$ cat src/rtl/gpio_irq_ctrl.sv
module gpio_irq_ctrl #(
  parameter int NUM_PINS = 8,
  parameter int ADDR_W   = 20
) (
  input  logic                clk,
  input  logic                rst_n,
  input  logic [ADDR_W-1:0]   bus_addr,
  input  logic                bus_we,
  input  logic [31:0]         bus_wdata,
  output logic [31:0]         bus_rdata,
  input  logic [NUM_PINS-1:0] pin_in,
  output logic [NUM_PINS-1:0] pin_out,
  output logic                irq_out
);
  localparam int         IDX_W      = ADDR_W - 12;
  localparam logic [11:0] OFS_DATA  = 12'h004;
  localparam logic [11:0] OFS_CFG   = 12'h008;
  localparam logic [11:0] OFS_STAT  = 12'h00C;
  localparam logic [2:0]  ROUTE_HOST = 3'd3;

  logic [IDX_W-1:0]    acc_idx;
  logic [11:0]         acc_ofs;
  logic                idx_ok;
  logic [NUM_PINS-1:0] sync1, sync2, prev_q, out_q, pend_q, hit, irq_src;
  logic [7:0]          cfg_q [NUM_PINS];

  assign acc_idx = bus_addr[ADDR_W-1:12];
  assign acc_ofs = bus_addr[11:0];
  assign idx_ok  = 32'(acc_idx) < 32'(NUM_PINS);
  assign pin_out = out_q;
  assign irq_out = |irq_src;

  always_ff @(posedge clk) begin
    if (!rst_n) begin
      sync1  <= '0;
      sync2  <= '0;
      prev_q <= '0;
    end else begin
      sync1  <= pin_in;
      sync2  <= sync1;
      prev_q <= sync2;
    end
  end

  always_comb begin
    for (int i = 0; i < NUM_PINS; i++) begin
      case (cfg_q[i][3:2])
        2'd0:    hit[i] = cfg_q[i][1] ? sync2[i] : ~sync2[i];
        2'd1:    hit[i] = sync2[i] & ~prev_q[i];
        2'd2:    hit[i] = ~sync2[i] & prev_q[i];
        default: hit[i] = sync2[i] ^ prev_q[i];
      endcase
      irq_src[i] = pend_q[i] & cfg_q[i][0] & (cfg_q[i][7:5] == ROUTE_HOST);
    end
  end

  always_ff @(posedge clk) begin
    if (!rst_n) begin
      out_q  <= '0;
      pend_q <= '0;
      for (int i = 0; i < NUM_PINS; i++) cfg_q[i] <= '0;
    end else begin
      for (int i = 0; i < NUM_PINS; i++) begin
        if (bus_we && idx_ok && acc_idx == IDX_W'(i)) begin
          if (acc_ofs == OFS_DATA) out_q[i] <= bus_wdata[1];
          if (acc_ofs == OFS_CFG)  cfg_q[i] <= bus_wdata[7:0];
        end
        if (cfg_q[i][4] && hit[i])
          pend_q[i] <= 1'b1;
        else if (bus_we && idx_ok && acc_idx == IDX_W'(i) &&
                 acc_ofs == OFS_STAT && !bus_wdata[0])
          pend_q[i] <= 1'b0;
      end
    end
  end

  always_comb begin
    bus_rdata = '0;
    for (int i = 0; i < NUM_PINS; i++) begin
      if (idx_ok && acc_idx == IDX_W'(i)) begin
        case (acc_ofs)
          OFS_DATA: bus_rdata = {30'd0, out_q[i], sync2[i]};
          OFS_CFG:  bus_rdata = {24'd0, cfg_q[i]};
          OFS_STAT: bus_rdata = {31'd0, pend_q[i]};
          default:  bus_rdata = '0;
        endcase
      end
    end
  end

  AST_IRQ_HAS_PEND: assert property (@(posedge clk) disable iff (!rst_n)
    irq_out |-> (pend_q != '0));
  AST_BAD_IDX_ZERO: assert property (@(posedge clk) disable iff (!rst_n)
    !idx_ok |-> (bus_rdata == 32'd0));

  for (genvar g = 0; g < NUM_PINS; g++) begin : gen_chk
    AST_PEND_NEEDS_RAW: assert property (@(posedge clk) disable iff (!rst_n)
      $rose(pend_q[g]) |-> $past(cfg_q[g][4]));
    AST_CLEAR_TAKES: assert property (@(posedge clk) disable iff (!rst_n)
      (bus_we && idx_ok && acc_idx == IDX_W'(g) && acc_ofs == OFS_STAT &&
       !bus_wdata[0] && !(cfg_q[g][4] && hit[g])) |=> !pend_q[g]);
    AST_OUT_HOLD: assert property (@(posedge clk) disable iff (!rst_n)
      !(bus_we && idx_ok && acc_idx == IDX_W'(g) && acc_ofs == OFS_DATA)
      |=> $stable(out_q[g]));
  end
endmodule

$ cat config.mk
export PLATFORM = sky130hd
export DESIGN_NAME = gpio_irq_ctrl
export DESIGN_NICKNAME = d
export VERILOG_FILES = /design/src/rtl/gpio_irq_ctrl.sv
export SDC_FILE = /design/constraint.sdc
export NUM_CORES = 1
export LEC_CHECK = 0
export ABC_CLOCK_PERIOD_IN_PS = 3340
export BUFFER_PORTS_ARGS = -buffer_cell sky130_fd_sc_hd__buf_2
export CORE_UTILIZATION = 35
export DETAILED_ROUTE_END_ITERATION = 6
export PLACE_DENSITY = 0.53
export SLEW_MARGIN = 20
export SYNTH_ARGS = -nofsm -noshare
export SYNTH_HDL_FRONTEND = slang
export SYNTH_SLANG_ARGS = --single-unit
export TNS_END_PERCENT = 30
$ cat constraint.sdc
create_clock -name clk -period 3.34 [get_ports clk]
set_clock_uncertainty 0.1 [all_clocks]
set_input_delay 0.334 -clock clk [delete_from_list [all_inputs] [get_ports clk]]
set_output_delay 0.334 -clock clk [all_outputs]
set_load 0.03 [all_outputs]
Yosys cells after proc, flatten, opt, wreduce, memory -nomap -nowiden
Memory sizes are Yosys's and may differ from the RTL's.
Index checks and enable logic that the tools add are counted.
{"block": "word_totals", "regBits": 40, "ram_bits": 64, "inputBits": 63, "output_inout_bits": 41, "mem_count": 1}
{"name": "cfg_q", "words": 8, "word_bits": 8, "read_ports": 8, "rd_clocked_by_memory_dff": 0, "wr": 8, "line_no": "25", "source": "logic [7:0] cfg_q [NUM_PINS];"}
{"block": "classes", "n_lt_le_gt_ge": 1, "eq_ne": 34, "mux": 82, "bitwise": 64, "n_reduce_logical": 68}
{"operator": "32-bit 2-to-1 mux", "n": 7}
{"operator": "8-bit case mux with 3 select lines", "n": 8}
{"operator": "8-bit 2-to-1 mux", "n": 9}
{"operator": "1-bit 2-to-1 mux", "n": 50}
{"operator": "1-bit logical AND", "n": 41}
{"operator": "1-bit bitwise AND", "n": 32}
{"operator": "8-bit by 3-bit == test with 1-bit output (second input constant)", "n": 4}
{"operator": "12-bit by 4-bit == test with 1-bit output (second input constant)", "n": 2}
{"operator": "3-bit by 2-bit == test with 1-bit output (second input constant)", "n": 8}
{"operator": "1-bit case mux with 3 select lines", "n": 8}
{"operator": "2-bit by 1-bit == test with 1-bit output (second input constant)", "n": 8}
{"operator": "2-bit == test (second input constant)", "n": 8}
{"operator": "8-bit by 2-bit == test with 1-bit output (second input constant)", "n": 2}
{"operator": "2-bit logical NOT", "n": 8}
{"operator": "1-bit inverter", "n": 16}
{"operator": "2-bit AND reduction", "n": 8}
{"operator": "2-bit nonzero test", "n": 8}
{"operator": "12-bit by 3-bit == test with 1-bit output (second input constant)", "n": 1}
{"operator": "8-bit by 1-bit == test with 1-bit output (second input constant)", "n": 1}
{"operator": "8-bit logical NOT", "n": 1}
{"operator": "8-bit by 4-bit less-than comparator with 1-bit output (second input constant)", "n": 1}
{"operator": "1-bit bitwise OR", "n": 8}
{"operator": "8-bit OR reduction", "n": 1}
{"operator": "1-bit bitwise XOR", "n": 8}
{"operator": "1-bit logical NOT", "n": 1}

Logic depth before layout (Yosys ltp)
{"block": "logic_depth", "ltp_word": 10, "depth_mapped": 7}

Least setup slack after synthesis
OpenSTA, ideal clock, no wires.
{"block": "synth_path", "path_kind": "in2out", "from": "in bus_addr[19]", "to": "out bus_rdata[6]", "arrival_time_ps": 1896, "t_required_ps": 2906, "path_slack_ps": 1010, "stages": 5, "n_path_buf": 0, "cell_sequence": "nor4_4 > nand3b_4 > nor2b_1 > nand2_1 > a31oi_1"}
{"block": "synth_via", "elab_chain_cells": 10, "word_cells_on_any_way": 25, "cone_classes": "order compare: 1; eq/ne: 7; mux: 8; reduce/logical: 9"}
{"item": "from (decl)", "line_no": "7", "source": "input logic [ADDR_W-1:0] bus_addr,"}
{"item": "8-bit by 4-bit less-than comparator with 1-bit output or 8-bit logical NOT (tied branches)", "line_no": "29, 80"}
{"item": "1-bit logical AND", "line_no": "80", "source": "if (idx_ok && acc_idx == IDX_W'(i)) begin"}
{"item": "8-bit 2-to-1 mux", "line_no": "80"}
{"item": "32-bit 2-to-1 mux (6 in series)", "line_no": "80"}
{"item": "32-bit 2-to-1 mux (*)", "line_no": "80"}
{"item": "to (decl)", "line_no": "10", "source": "output logic [31:0] bus_rdata,"}
Mark *: on every way between the ends. The rest lies on a longest branch, timed or not.

Worst setup path after layout
{"block": "layout_path", "from": "in bus_addr[19]", "to": "out bus_rdata[4]"}
Same word-level chain as after synthesis.

==> results.json <==
{
  "status": "finished clean",
  "hold_viol": 0,
  "final.min_clock_period_ns": 2.75,
  "cp.arrival_ns": 2.32,
  "power_leakage_nw": 2.42,
  "clkPwrFrac": 0.378,
  "end_kind": "output port",
  "synth_warnings": 0,
  "cts_resized": 0,
  "crit_buf_inv": 2,
  "wl_mm": 15.7,
  "cap_viol_max_count": 0,
  "area_growth_pct": 12.3,
  "die_h_um": 129,
  "holdBufCountCts": 0,
  "placed_cell_area_um2": 6000,
  "hpwl_mm": 11.6,
  "p_sw_uw": 745,
  "place_congestion": 0.890,
  "vias": 4321,
  "antenna_left": 0,
  "crit_family": "simple AND/OR/NAND/NOR gates",
  "cts.repair_timing.setup_buffer_count": 0,
  "ioPinCount": 104,
  "crit_path_top_delay_cell": "nor4_4",
  "swShare": 0.259,
  "design_area_um2": 6310,
  "ff2ff_setup_slack_ns": 1.91,
  "setup-tns-final_ns": 0,
  "grt_use_total": 0.198,
  "max_stage_delay_ns": 0.46,
  "cts.clk_slew.worst_paths_ns": 0.07,
  "slew_headroom": 0.569,
  "coreArea_um2": 15400,
  "r2r_start": "sync2[0]",
  "period_share": 0.824,
  "cts_tree": "yes",
  "ir_drop_v": 0.000268,
  "cp_common_cell": "buf_2",
  "drive_above_1_share": 0.163,
  "slew_violations": 0,
  "syn_avg_cell_area_um2": 10.0,
  "worstPathRequired_ns": 2.91,
  "dr.pass1.iters": 5,
  "min_path_cells": 2,
  "min_to": "sync1[6]",
  "die-area_um2": 16600,
  "crit_type": "input port to output port",
  "fin_cells": 825,
  "fmax_mhz": 363,
  "pwr_density_cell_nw_per_um2": 456,
  "clk_path_buf_depth": 2,
  "seq_area_frac_synth": 0.484,
  "power_frac_comb": 0.105,
  "seqPwrFrac": 0.517,
  "via_per_inst": 5.24,
  "clockRootBuffer": "clkbuf_16",
  "drc": 0,
  "reg2reg_depth": 7,
  "drt_iter0_markers": 378,
  "cts.htree.levels": 3,
  "clock_sinks": 104,
  "antenna_found_initial": 0,
  "hold_class": "input port to flip-flop",
  "crit_chain": "buf_2 -> nor4_4 -> nand3b_4 -> nor2_1 -> a222oi_1 -> a31oi_1 -> buf_2",
  "cts-buffers-inserted": 9,
  "avgRoutedWirePerCell_um": 19.0,
  "syn-cell-area_um2": 5630,
  "cp-start-kind": "input port",
  "synth_cell_types": 58,
  "die_w_um": 129,
  "num_antenna_cells": 0,
  "grt_max_degree": 32,
  "synth_cells": 562,
  "grt_overflow": 0,
  "clk_latency_ns": 0.35,
  "place_inst": 809,
  "synth_flop_cell": "edfxtp_1",
  "synth_seq_cells": 104,
  "cp_max_fo": 9,
  "hold_start": "pin_in[6]",
  "grt_pass1_vias": 4139,
  "setup_viol": 0,
  "r2r-end": "pend_q[0]",
  "grt_pass1_wl_mm": 23.7,
  "nets": 688,
  "rsz0062_at_grt": "false",
  "synthArstFlopShare": 0,
  "tightestPinTransition_ns": 0.647,
  "p_int_mw": 2.13,
  "synth_edf_count": 64,
  "row_count": 45,
  "start_util": 0.365,
  "io_buffer_count": 55
}
cell families (layout without fill, tap and decap cells):
logic type,Yosys count,after routing,synth area share
and+or+nand+nor,224,224,0.214
AOI/OAI and AO/OA,105,105,0.133
DFF,104,104,0.484
buffers and inverters,78,107,0.0718
muxes,26,26,0.0483
adders and majority gates,16,16,0.0356
xor gates and xnor gates,8,8,0.0125
other,1,24,0.000667
per-layer routing:
| layer | up-vias | track usage | wire length, um |
|---|---|---|---|
| li1 | 2053 | - | - |
| met1 | 2082 | 0.261 | 7050 |
| met2 | 167 | 0.323 | 7230 |
| met3 | 19 | 0.0308 | 999 |
| met4 | 0 | 0.0872 | 366 |
| met5 | - | 0 | 0 |
layout make-up:
| class | count | area, um^2 |
|---|---|---|
| fillers | 1536 | 9110 |
| flip-flops and latches | 104 | 2720 |
| multi-input cells | 403 | 2580 |
| repair buffers | 61 | 320 |
| clock buffers | 12 | 279 |
| well taps | 211 | 264 |
| inverters | 30 | 113 |
| clock inverters | 4 | 31.3 |
worst reg2reg max path: stages (launching register included):
cell and delay (ns):
dfxtp_1 0.43, inv_1 0.07, ha_1 0.29, nand2_1 0.07, o21ai_0 0.08, nand2_1 0.07
o211ai_1 0.12, a21boi_1 0.14
cells in the mapped netlist, types with 5 or more instances:
library cell	n	area share
nor2_1	69	0.046
edfxtp_1	64	0.34
nand2_1	56	0.037
dfxtp_1	40	0.14
inv_1	30	0.020
and2_1	26	0.029
buf_4	26	0.035
o21ai_0	19	0.017
mux2i_1	17	0.030
ha_1	16	0.036
nor2b_1	16	0.018
clkbuf_1	14	0.0093
a21oi_1	11	0.0098
o211ai_1	11	0.015
a21boi_1	9	0.012
mux2_2	9	0.018
o21ai_1	9	0.0080
nand4_1	8	0.0089
xor2_1	8	0.012
a221oi_1	7	0.011
a22o_1	6	0.0093
a22oi_1	6	0.0080
nand3_1	6	0.0053
nor3_1	6	0.0053
a211o_1	5	0.0078
a31oi_1	5	0.0056
buf_2	5	0.0044
nand2b_1	5	0.0056
nor4_1	5	0.0056
flip-flops by register name, summed over array words and instances, names as in the netlist:
signal	cells
cfg_q	64
pend_q	8
pin_out	8
prev_q	8
sync1	8
sync2	8
worst max path at each step:
stage / endpoint / slack [ns] / start / cells past startpoint
after floorplan: bus_rdata[6] / 1.01 / bus_addr[19] / 5
after global placement: cfg_q[0][16] / 0.59 / bus_addr[3] / 6
after detailed placement: cfg_q[0][47] / 0.57 / bus_addr[3] / 6
after CTS: bus_rdata[4] / 0.58 / bus_addr[19] / 7
after global routing: bus_rdata[2] / 0.44 / bus_addr[19] / 7
final: bus_rdata[4] / 0.59 / bus_addr[19] / 7
power by group through the flow:
stage,Clock (mW),Combinational [mW],Sequential [mW]
2_1_floorplan,0,0.231,1.49
3_3_place_gp,0,0.298,1.51
3_5_place_dp,0,0.303,1.51
4_1_cts,1.11,0.304,1.49
5_1_grt,1.16,0.333,1.49
6_report,1.09,0.303,1.49
per-stage QoR:
| step | utilization | setup slack (ns) | total power [mW] | hold slack (ns) |
|---|---|---|---|---|
| after floorplan | - | 1.01 | 1.72 | 0.312 |
| after global placement | 0.389 | 0.594 | 1.81 | 0.314 |
| after detailed placement | 0.389 | 0.572 | 1.82 | 0.318 |
| after CTS | 0.409 | 0.575 | 2.90 | 0.0704 |
| after global routing | 0.409 | 0.436 | 2.98 | 0.0700 |
| final | 0.409 | 0.587 | 2.88 | 0.0788 |
layout by cell type (no fill, tap or decap), drive strengths merged, types with 4 or more instances in the layout:
master,instances
nor2,69
edfxtp,64
buf,61
nand2,56
dfxtp,40
inv,32
o21ai,28
and2,26
conb,24
mux2i,17
nor2b,16
ha,16
clkbuf,12
o211ai,11
a21oi,11
nor4,11
a21boi,10
nand4,10
mux2,9
nand3,9
xor2,8
a221oi,7
a22o,6
a22oi,6
nor3,6
nand2b,5
a31oi,5
a211o,5
a222oi,4
nand4b,4
No activity file was read; power rests on OpenSTA's default activity.
